==> config.mk <==
export PLATFORM = sky130hd
export DESIGN_NAME = smbus_regptr_slave
export DESIGN_NICKNAME = d
export VERILOG_FILES = /design/src/rtl/smbus_slv_pkg.sv /design/src/rtl/smb_line_sync.sv /design/src/rtl/smb_addr_strap.sv /design/src/rtl/smb_slave_fsm.sv /design/src/rtl/smbus_regptr_slave.sv
export SDC_FILE = /design/constraint.sdc
export NUM_CORES = 1
export LEC_CHECK = 0
export CAP_MARGIN = 20
export CORE_MARGIN = 2
export CORE_UTILIZATION = 58
export CTS_CLUSTER_DIAMETER = 50
export DETAILED_ROUTE_END_ITERATION = 6
export GPL_TIMING_DRIVEN = 0
export PLACE_DENSITY = 0.93
export SYNTH_ARGS = -nofsm -noshare
export SYNTH_HDL_FRONTEND = slang
export SYNTH_HIERARCHICAL = 1
export SYNTH_SLANG_ARGS = --single-unit
==> constraint.sdc <==
create_clock -name clk -period 3.7 [get_ports clk]
set_input_delay 0.925 -clock clk [delete_from_list [all_inputs] [get_ports clk]]
set_output_delay 0.925 -clock clk [all_outputs]
set_load 0.02 [all_outputs]
==> src/rtl/smbus_slv_pkg.sv <==
// Shared types and helpers for the pointer-addressed bus slave.
// Assumes byte-wide registers and a 7-bit device address.
package smbus_slv_pkg;

    localparam int BYTE_W = 8;
    localparam int CNT_W  = $clog2(BYTE_W + 1);

    localparam logic [1:0] STRAP_TIED_LOW  = 2'b00;
    localparam logic [1:0] STRAP_FLOATING  = 2'b01;
    localparam logic [1:0] STRAP_TIED_HIGH = 2'b10;

    typedef enum logic [2:0] {
        ST_IDLE,
        ST_ADDR,
        ST_ADDR_ACK,
        ST_PTR,
        ST_PTR_ACK,
        ST_WDAT,
        ST_WDAT_ACK,
        ST_SEND
    } slv_state_t;

    // Two low address bits selected by the strap level.
    function automatic logic [1:0] strap_low_bits(input logic [1:0] code);
        logic [1:0] bits;
        case (code)
            STRAP_TIED_LOW:  bits = 2'b10;
            STRAP_TIED_HIGH: bits = 2'b01;
            default:         bits = 2'b00;
        endcase
        return bits;
    endfunction

endpackage

==> src/rtl/smb_line_sync.sv <==
// Brings SCL and SDA into the clock domain and derives bus events.
// Assumes SYNC_STAGES >= 2 and both lines idle high.
// Bit 0 of the internal vectors is SCL, bit 1 is SDA.
module smb_line_sync #(
    parameter int SYNC_STAGES = 2
) (
    input  logic clk,
    input  logic rst_n,
    input  logic scl_in,
    input  logic sda_in,
    output logic scl_s,
    output logic sda_s,
    output logic scl_rise,
    output logic scl_fall,
    output logic start_det,
    output logic stop_det
);
    localparam int N_LINES = 2;

    logic [N_LINES-1:0] raw;
    logic [N_LINES-1:0] cur;
    logic [N_LINES-1:0] prv;

    assign raw = {sda_in, scl_in};

    for (genvar g = 0; g < N_LINES; g++) begin : g_line
        logic [SYNC_STAGES-1:0] pipe;
        logic                   last;

        // Flop chain plus one delayed copy for edge detection.
        always_ff @(posedge clk) begin
            if (!rst_n) begin
                pipe <= '1;
                last <= 1'b1;
            end else begin
                pipe <= {pipe[SYNC_STAGES-2:0], raw[g]};
                last <= pipe[SYNC_STAGES-1];
            end
        end

        assign cur[g] = pipe[SYNC_STAGES-1];
        assign prv[g] = last;
    end

    assign scl_s     = cur[0];
    assign sda_s     = cur[1];
    assign scl_rise  = cur[0] & ~prv[0];
    assign scl_fall  = ~cur[0] & prv[0];
    assign start_det = cur[0] & prv[0] & prv[1] & ~cur[1];
    assign stop_det  = cur[0] & prv[0] & ~prv[1] & cur[1];

endmodule

==> src/rtl/smb_addr_strap.sv <==
// Forms the device address from fixed upper bits and a strap that is
// captured only while reset is held.
module smb_addr_strap
    import smbus_slv_pkg::*;
#(
    parameter logic [4:0] ADDR_UPPER = 5'b01011
) (
    input  logic       clk,
    input  logic       rst_n,
    input  logic [1:0] strap_sel,
    output logic [6:0] dev_addr
);
    logic [1:0] low_q;

    // Track the strap during reset, freeze it afterwards.
    always_ff @(posedge clk) begin
        if (!rst_n) begin
            low_q <= strap_low_bits(strap_sel);
        end
    end

    assign dev_addr = {ADDR_UPPER, low_q};

endmodule

==> src/rtl/smb_slave_fsm.sv <==
// Byte framing, acknowledge and register-pointer logic of the slave.
// Assumes synchronized bus events.
// The master changes SDA only while SCL is low.
module smb_slave_fsm
    import smbus_slv_pkg::*;
(
    input  logic              clk,
    input  logic              rst_n,
    input  logic              sda_s,
    input  logic              scl_rise,
    input  logic              scl_fall,
    input  logic              start_det,
    input  logic              stop_det,
    input  logic [6:0]        dev_addr,
    input  logic [BYTE_W-1:0] rd_byte,
    output logic              oe,
    output logic [BYTE_W-1:0] ptr,
    output logic [BYTE_W-1:0] wr_byte,
    output logic              wr_pulse,
    output logic              rd_pulse,
    output logic              idle
);
    slv_state_t        st;
    logic [CNT_W-1:0]  bit_cnt;
    logic [BYTE_W-1:0] rx_sh;
    logic [BYTE_W-1:0] tx_sh;
    logic [BYTE_W-1:0] ptr_q;
    logic [BYTE_W-1:0] wdat_q;
    logic              oe_q;
    logic              we_q;
    logic              rd_mode;
    logic              byte_full;
    logic              addr_hit;
    logic              rx_phase;

    assign byte_full = (bit_cnt == CNT_W'(BYTE_W));
    assign addr_hit  = (rx_sh[BYTE_W-1:1] == dev_addr);
    assign rx_phase  = (st == ST_ADDR) || (st == ST_PTR) || (st == ST_WDAT);

    // Read strobe: address byte complete, matched, read direction.
    assign rd_pulse = (st == ST_ADDR) && scl_fall && byte_full
                      && addr_hit && rx_sh[0];

    // Main sequencer: framing, acknowledge and data transfer.
    always_ff @(posedge clk) begin
        if (!rst_n) begin
            st      <= ST_IDLE;
            bit_cnt <= '0;
            rx_sh   <= '0;
            tx_sh   <= '0;
            ptr_q   <= '0;
            wdat_q  <= '0;
            oe_q    <= 1'b0;
            we_q    <= 1'b0;
            rd_mode <= 1'b0;
        end else begin
            we_q <= 1'b0;
            if (start_det) begin
                st      <= ST_ADDR;
                bit_cnt <= '0;
                oe_q    <= 1'b0;
            end else if (stop_det) begin
                st      <= ST_IDLE;
                bit_cnt <= '0;
                oe_q    <= 1'b0;
            end else if (rx_phase) begin
                if (scl_rise && !byte_full) begin
                    rx_sh   <= {rx_sh[BYTE_W-2:0], sda_s};
                    bit_cnt <= bit_cnt + 1'b1;
                end else if (scl_fall && byte_full) begin
                    bit_cnt <= '0;
                    if (st == ST_ADDR) begin
                        if (addr_hit) begin
                            oe_q    <= 1'b1;
                            rd_mode <= rx_sh[0];
                            st      <= ST_ADDR_ACK;
                            if (rx_sh[0]) begin
                                tx_sh <= rd_byte;
                            end
                        end else begin
                            st <= ST_IDLE;
                        end
                    end else if (st == ST_PTR) begin
                        ptr_q <= rx_sh;
                        oe_q  <= 1'b1;
                        st    <= ST_PTR_ACK;
                    end else begin
                        wdat_q <= rx_sh;
                        we_q   <= 1'b1;
                        oe_q   <= 1'b1;
                        st     <= ST_WDAT_ACK;
                    end
                end
            end else begin
                case (st)
                    ST_ADDR_ACK: begin
                        if (scl_fall) begin
                            bit_cnt <= '0;
                            if (rd_mode) begin
                                oe_q <= ~tx_sh[BYTE_W-1];
                                st   <= ST_SEND;
                            end else begin
                                oe_q <= 1'b0;
                                st   <= ST_PTR;
                            end
                        end
                    end
                    ST_PTR_ACK: begin
                        if (scl_fall) begin
                            oe_q <= 1'b0;
                            st   <= ST_WDAT;
                        end
                    end
                    ST_WDAT_ACK: begin
                        if (scl_fall) begin
                            oe_q <= 1'b0;
                            st   <= ST_IDLE;
                        end
                    end
                    ST_SEND: begin
                        if (scl_rise) begin
                            bit_cnt <= bit_cnt + 1'b1;
                        end else if (scl_fall) begin
                            if (byte_full) begin
                                oe_q <= 1'b0;
                                st   <= ST_IDLE;
                            end else begin
                                tx_sh <= {tx_sh[BYTE_W-2:0], 1'b0};
                                oe_q  <= ~tx_sh[BYTE_W-2];
                            end
                        end
                    end
                    default: begin
                    end
                endcase
            end
        end
    end

    assign oe       = oe_q;
    assign ptr      = ptr_q;
    assign wr_byte  = wdat_q;
    assign wr_pulse = we_q;
    assign idle     = (st == ST_IDLE);

endmodule

==> src/rtl/smbus_regptr_slave.sv <==
// Top of the pointer-addressed bus slave. It joins the line synchronizer,
// the strap-derived address and the transaction sequencer.
// Assumes an external pad that turns sda_oe into an open-drain pull-down.
// The register file is external and answers reg_rdata combinationally.
module smbus_regptr_slave
    import smbus_slv_pkg::*;
#(
    parameter logic [4:0] ADDR_UPPER  = 5'b01011,
    parameter int         SYNC_STAGES = 2
) (
    input  logic       clk,
    input  logic       rst_n,
    input  logic       scl_in,
    input  logic       sda_in,
    input  logic [1:0] strap_sel,
    output logic       sda_oe,
    output logic [7:0] reg_addr,
    output logic [7:0] reg_wdata,
    output logic       reg_we,
    output logic       reg_re,
    input  logic [7:0] reg_rdata
);
    logic       scl_sync;
    logic       sda_sync;
    logic       scl_rise;
    logic       scl_fall;
    logic       start_det;
    logic       stop_det;
    logic [6:0] dev_addr;
    logic       fsm_idle;

    smb_line_sync #(
        .SYNC_STAGES(SYNC_STAGES)
    ) u_sync (
        .clk      (clk),
        .rst_n    (rst_n),
        .scl_in   (scl_in),
        .sda_in   (sda_in),
        .scl_s    (scl_sync),
        .sda_s    (sda_sync),
        .scl_rise (scl_rise),
        .scl_fall (scl_fall),
        .start_det(start_det),
        .stop_det (stop_det)
    );

    smb_addr_strap #(
        .ADDR_UPPER(ADDR_UPPER)
    ) u_addr (
        .clk      (clk),
        .rst_n    (rst_n),
        .strap_sel(strap_sel),
        .dev_addr (dev_addr)
    );

    smb_slave_fsm u_fsm (
        .clk      (clk),
        .rst_n    (rst_n),
        .sda_s    (sda_sync),
        .scl_rise (scl_rise),
        .scl_fall (scl_fall),
        .start_det(start_det),
        .stop_det (stop_det),
        .dev_addr (dev_addr),
        .rd_byte  (reg_rdata),
        .oe       (sda_oe),
        .ptr      (reg_addr),
        .wr_byte  (reg_wdata),
        .wr_pulse (reg_we),
        .rd_pulse (reg_re),
        .idle     (fsm_idle)
    );

endmodule

==> results of run 1 <==
[where the power goes]
group          switching [mW]  internal, mW
Combinational          0.0296        0.0355
Sequential            0.00304         0.546
Clock                   0.168         0.130
[flip-flops by register name (all words and copies together), names as in the netlist]
register and cells:
u_fsm/ptr 8, u_fsm/tx_sh 8, u_fsm/bit_cnt 4, u_fsm/rx_sh 8, u_fsm/rd_mode 1, u_fsm/st 3
u_fsm/wr_pulse 1, u_addr/low_q 2, u_sync/g_line.last 2, u_fsm/wr_byte 8, u_sync/g_line.pipe 4, u_fsm/oe 1
[final timing paths]
check / from / end / slack [ns]
worst max-delay path: u_addr/low_q[1] / reg_re / 0.64
worst min-delay path: u_sync/g_line[1].pipe[0] / u_sync/g_line[1].pipe[1] / 0.42
worst max register to register: u_sync/g_line[1].pipe[1] / u_fsm/wr_byte[0] / 1.76
worst min register to register: u_sync/g_line[1].pipe[0] / u_sync/g_line[1].pipe[1] / 0.42
[final cells by class]
type / instances / area [µm²] / share of cell area [%]
clock buffers: 6 / 72.6 / 2.54
plain buffers: 18 / 104 / 3.64
clock inverters: 1 / 7.51 / 0.263
multi-input cells: 175 / 1240 / 43.6
inverters: 6 / 22.5 / 0.789
well taps: 50 / 62.6 / 2.19
flip-flops and latches: 50 / 1020 / 35.8
repair buffers: 32 / 320 / 11.2
[worst register-to-register path, cell delays in order, from the launching register on]
cell                      delay [ns]
sky130_fd_sc_hd__dfxtp_1        0.36
sky130_fd_sc_hd__and4b_1        0.22
sky130_fd_sc_hd__nor2_1         0.27
sky130_fd_sc_hd__and3_1         0.26
sky130_fd_sc_hd__and3_1         0.15
sky130_fd_sc_hd__buf_2          0.27
sky130_fd_sc_hd__mux2i_1        0.24
sky130_fd_sc_hd__nor2b_1        0.06
[layer usage]
metal  part of all wire (%)  up-vias
li1                       -      906
met2                     52       42
met4                   0.81        0
met3                    3.5        7
met5                      0        -
met1                     44      836
==> impl_metrics.sql, run 1 <==
INSERT INTO impl_metrics (metric_group, metric, value, unit) VALUES
('status', 'run_status', 'complete, no violations', ''),
('critical_path', 'critical_path_buf_inv_count', '1', ''),
('worst_hold_path', 'worstHoldPathType', 'register to register', ''),
('layout', 'most_common_cell_after_layout_fill_and_taps_aside', 'sky130_fd_sc_hd__dfxtp_1', ''),
('global_route', 'overflow', '0', ''),
('sta', 'finalCriticalPeriod', '3.06', 'ns'),
('layout', 'insertedDiodeCount', '0', ''),
('clock_tree', 'tritoncts.num_buffers', '5', ''),
('critical_path', 'r2r_cells', '7', ''),
('clock_tree', 'post_cts_hold_buffer_count', '0', ''),
('sta', 'report.final.slew_viol_count', '0', ''),
('critical_path', 'cp.arrival', '2.13', 'ns'),
('placement', 'placement.setup.worst_slack', '0.954', 'ns'),
('global_route', 'grt_antenna_before_repair', '0', ''),
('sta', 'finalWorstSetupSlack', '0.642', 'ns'),
('placement', 'globalplace.congestion', '0.877', ''),
('clock_tree', 'cts_setup_buffers', '0', ''),
('routing', 'post-route-drc-count', '0', ''),
('synth', 'post_synth_instance_area', '2380', 'µm²'),
('layout', 'synthToLayoutAreaGrowth', '19.9', '%'),
('global_route', 'use_met3', '5.10', '%'),
('sta', 'hold_slack', '0.417', 'ns'),
('placement', 'place.detailed.hpwl', '3440', 'µm'),
('critical_path', 'critical_path_class', 'register to primary output', ''),
('layout', 'design_area', '2850', 'µm²'),
('layout', 'fin_util', '71.8', '%'),
('routing', 'ant_nets', '0', ''),
('clock_tree', 'cts_num_sinks', '50', ''),
('routing', 'drt-vias-per-instance', '5.30', ''),
('layout', 'final_nets', '304', ''),
('routing', 'detailroute.via_count', '1791', ''),
('critical_path', 'worstPathRequired', '2.77', 'ns'),
('sta', 'fin_skew', '0.00778', 'ns'),
('layout', 'layout-drive-gt1-share', '9.72', '%'),
('placement', 'port_buffers', '32', ''),
('worst_hold_path', 'worst_hold_path.num_cells', '1', ''),
('clock_tree', 'ctsResizeCount', '0', ''),
('placement', 'placed_area', '2770', 'µm²'),
('synth', 'avgSynthCellArea', '9.67', 'µm²'),
('clock_tree', 'clk_root_buffer_cell', 'sky130_fd_sc_hd__clkbuf_8', ''),
('clock_tree', 'worst_skew_pair.late_latency', '0.30', 'ns'),
('floorplanning', 'fp.dieW', '68.0', 'µm'),
('layout', 'mostFrequentLayoutCells', 'sky130_fd_sc_hd__dfxtp_1 (48), sky130_fd_sc_hd__mux2i_1 (34), sky130_fd_sc_hd__clkdlybuf4s50_1 (32), sky130_fd_sc_hd__nor2b_1 (27), sky130_fd_sc_hd__nand2_1 (21)', ''),
('synth', 'synthCells', '246', ''),
('clock_tree', 'clock_tree_from_tritoncts', 'built', ''),
('floorplanning', 'core.rowCount', '23', ''),
('global_route', 'grt_max_degree', '15', ''),
('critical_path', 'critical-path-top-delay-family', 'buffers and inverters', ''),
('floorplanning', 'core_ar', '3970', 'µm²'),
('clock_tree', 'h_tree_depth', '2', ''),
('critical_path', 'critical_path.max_fanout', '3', ''),
('sta', 'rsz0062_at_grt', 'false', ''),
('clock_tree', 'clk_transition_reported_paths', '0.08', 'ns'),
('floorplanning', 'initial_core_util', '59.9', '%'),
('routing', 'drt_first_pass_iters', '4', ''),
('power', 'power', '0.912', 'mW'),
('global_route', 'global_route_met1_usage', '29.1', '%'),
('floorplanning', 'io_pins', '33', ''),
('synth', 'total_of_warnings_raised_by_yosys', '6', ''),
('critical_path', 'worstSetupEndpointType', 'primary output', ''),
('floorplanning', 'die_area', '4630', 'µm²'),
('clock_tree', 'clk_path_buf_depth', '2', ''),
('critical_path', 'path_cells', 'xnor2_1, nand4_1, or2_1, nor2_1, clkdlybuf4s50_1', ''),
('critical_path', 'critical_path.max_stage_delay', '0.61', 'ns'),
('floorplanning', 'die_height', '68.0', 'µm'),
('power', 'ir_worst_vdd', '0.322', 'mV'),
('routing', 'wire_per_inst', '13.9', 'µm'),
('routing', 'initialDrtViolationCount', '126', ''),
('job', 'timing.max_cap.violations', '0', ''),
('critical_path', 'critPathLaunchType', 'register', ''),
('global_route', 'global_route.usage.total', '22.6', '%');
No activity file was read; power rests on OpenSTA's default activity.
==> run 2: changes to the inputs <==
CORE_UTILIZATION = 49   (was 58)
PLACE_DENSITY = 0.84   (was 0.93)
clock period = 2.8 ns   (was 3.7 ns; I/O delays follow)
==> impl_metrics.sql, run 2 (synthesis gave the netlist of run 1 again) <==
INSERT INTO impl_metrics (metric_group, metric, value, unit) VALUES
('clock_tree', 'cts_num_sinks', '50', ''),
('layout', 'mostFrequentLayoutCells', 'sky130_fd_sc_hd__dfxtp_1 (48), sky130_fd_sc_hd__mux2i_1 (34), sky130_fd_sc_hd__clkdlybuf4s50_1 (31), sky130_fd_sc_hd__nor2b_1 (27), sky130_fd_sc_hd__nand2_1 (21)', ''),
('floorplanning', 'die_area', '5430', 'µm²'),
('routing', 'post-route-drc-count', '0', ''),
('layout', 'num-fill-cells', '406', ''),
('sta', 'hold_slack', '0.419', 'ns'),
('global_route', 'grt_pass1_vias', '1811', ''),
('routing', 'detailroute.via_count', '1793', ''),
('clock_tree', 'h_tree_depth', '2', ''),
('global_route', 'grt_max_degree', '17', ''),
('layout', 'most_common_cell_after_layout_fill_and_taps_aside', 'sky130_fd_sc_hd__dfxtp_1', ''),
('job', 'timing.max_cap.violations', '0', ''),
('routing', 'ant_nets', '0', ''),
('critical_path', 'worst_r2r_startpoint', 'u_fsm/bit_cnt[0]', ''),
('sta', 'report.final.slew_viol_count', '0', ''),
('sta', 'fin_skew', '0.00552', 'ns'),
('critical_path', 'critical_path.max_fanout', '3', ''),
('routing', 'wire_per_inst', '13.5', 'µm'),
('floorplanning', 'die_height', '73.7', 'µm'),
('critical_path', 'worstSetupEndpointType', 'primary output', ''),
('routing', 'wl_final', '4630', 'µm'),
('clock_tree', 'clk_root_buffer_cell', 'sky130_fd_sc_hd__clkbuf_8', ''),
('clock_tree', 'cts_setup_buffers', '0', ''),
('sta', 'final-setup-viol-count', '0', ''),
('layout', 'layout-drive-gt1-share', '10.0', '%'),
('floorplanning', 'core_ar', '4690', 'µm²'),
('layout', 'synthToLayoutAreaGrowth', '20.4', '%'),
('clock_tree', 'ctsResizeCount', '1', ''),
('routing', 'drt-vias-per-instance', '5.23', ''),
('global_route', 'overflow', '0', ''),
('sta', 'rsz0062_at_grt', 'false', ''),
('clock_tree', 'clk_transition_reported_paths', '0.09', 'ns'),
('sta', 'min_period_over_period', '91.3', '%'),
('global_route', 'global_route.usage.total', '19.3', '%'),
('clock_tree', 'tritoncts.num_buffers', '5', ''),
('power', 'powerDensity', '431', 'nW/µm²'),
('global_route', 'grt_antenna_before_repair', '0', ''),
('sta', 'finalCriticalPeriod', '2.56', 'ns'),
('critical_path', 'worst_setup_path_startpoint', 'u_addr/low_q[1]', ''),
('worst_hold_path', 'hp-start', 'u_sync/g_line[1].pipe[0]', ''),
('critical_path', 'cp.arrival', '1.86', 'ns'),
('sta', 'clock.fmax', '0.391', 'GHz'),
('layout', 'fin_util', '61.0', '%'),
('global_route', 'grt_pass1_wl', '7940', 'µm'),
('clock_tree', 'clock_tree_from_tritoncts', 'built', ''),
('critical_path', 'critPathLaunchType', 'register', ''),
('status', 'run_status', 'complete, no violations', ''),
('placement', 'globalplace.congestion', '0.858', ''),
('floorplanning', 'core.rowCount', '25', ''),
('layout', 'insertedDiodeCount', '0', ''),
('clock_tree', 'clk_path_buf_depth', '2', ''),
('routing', 'initialDrtViolationCount', '150', ''),
('floorplanning', 'initial_core_util', '50.7', '%'),
('placement', 'port_buffers', '32', ''),
('clock_tree', 'post_cts_hold_buffer_count', '0', ''),
('critical_path', 'worstPathRequired', '2.10', 'ns'),
('power', 'ir_worst_vdd', '0.421', 'mV'),
('sta', 'tns', '0', 'ns'),
('layout', 'final_nets', '304', ''),
('clock_tree', 'worst_skew_pair.late_latency', '0.31', 'ns'),
('floorplanning', 'fp.dieW', '73.7', 'µm'),
('power', 'p_leak', '1.11', 'nW'),
('routing', 'drt_first_pass_iters', '4', ''),
('worst_hold_path', 'worstHoldPathType', 'register to register', ''),
('sta', 'hold_viol', '0', ''),
('critical_path', 'critical_path_class', 'register to primary output', ''),
('placement', 'place.detailed.hpwl', '3340', 'µm'),
('floorplanning', 'io_pins', '33', '');
-- run 2: cell types whose count changed in the layout (fill, tap and decap cells not counted) --
cell / previous run / this run
sky130_fd_sc_hd__dlygate4sd2_1: 0 / 1
sky130_fd_sc_hd__clkdlybuf4s50_1: 32 / 31
sky130_fd_sc_hd__clkinv_2: 0 / 1
sky130_fd_sc_hd__clkinvlp_4: 1 / 0
sky130_fd_sc_hd__inv_6: 0 / 1
-- run 2: metrics by stage --
stage | power [mW] | area, µm² | instances | setup WS, ns
after floorplan | 0.795 | 2390 | 249 | 0.881
after global placement | 0.826 | 2780 | 335 | 0.329
after detailed placement | 0.828 | 2780 | 335 | 0.321
after CTS | 1.25 | 2860 | 343 | 0.246
after global routing | 1.28 | 2860 | 343 | 0.124
final | 1.23 | 2860 | 343 | 0.244
-- run 2: routing by layer --
metal / track usage, % / wire length [µm] / share of wire (%) / vias up
met5: 0 / 0 / 0 / -
met4: 9.90 / 99 / 2.1 / 0
met3: 4.39 / 161 / 3.5 / 8
met2: 31.5 / 2220 / 48 / 34
met1: 23.5 / 2140 / 46 / 838
li1: - / - / - / 913
-- run 2: cell type report --
type | count | area (µm²) | share of cell area, %
multi-input cells | 175 | 1240 | 43.4
plain buffers | 18 | 104 | 3.63
clock inverters | 2 | 13.8 | 0.481
inverters | 6 | 22.5 | 0.787
clock buffers | 6 | 72.6 | 2.53
flip-flops and latches | 50 | 1020 | 35.7
repair buffers | 32 | 319 | 11.1
well taps | 54 | 67.6 | 2.36
-- run 2: worst paths after layout --
| kind | to | slack [ns] | cells after the start |
|---|---|---|---|
| max reg2reg | u_fsm/wr_byte[1] | 0.83 | 9 |
| min reg2reg | u_sync/g_line[1].pipe[1] | 0.42 | 1 |
| max | reg_re | 0.24 | 5 |
| min | u_sync/g_line[1].pipe[1] | 0.42 | 1 |
-- run 2: power by group --
group          switching (mW)  leakage [nW]  internal (mW)
Clock                   0.244        0.0456          0.178
Sequential            0.00393         0.407          0.722
Combinational          0.0389         0.657         0.0469
-- run 2: worst max-delay path, cell delays in order (launching register included) --
cell and delay [ns]:
sky130_fd_sc_hd__edfxtp_1 0.39, sky130_fd_sc_hd__xnor2_1 0.20, sky130_fd_sc_hd__nand4_1 0.18, sky130_fd_sc_hd__or2_1 0.30, sky130_fd_sc_hd__nor2_1 0.12, sky130_fd_sc_hd__dlygate4sd2_1 0.35
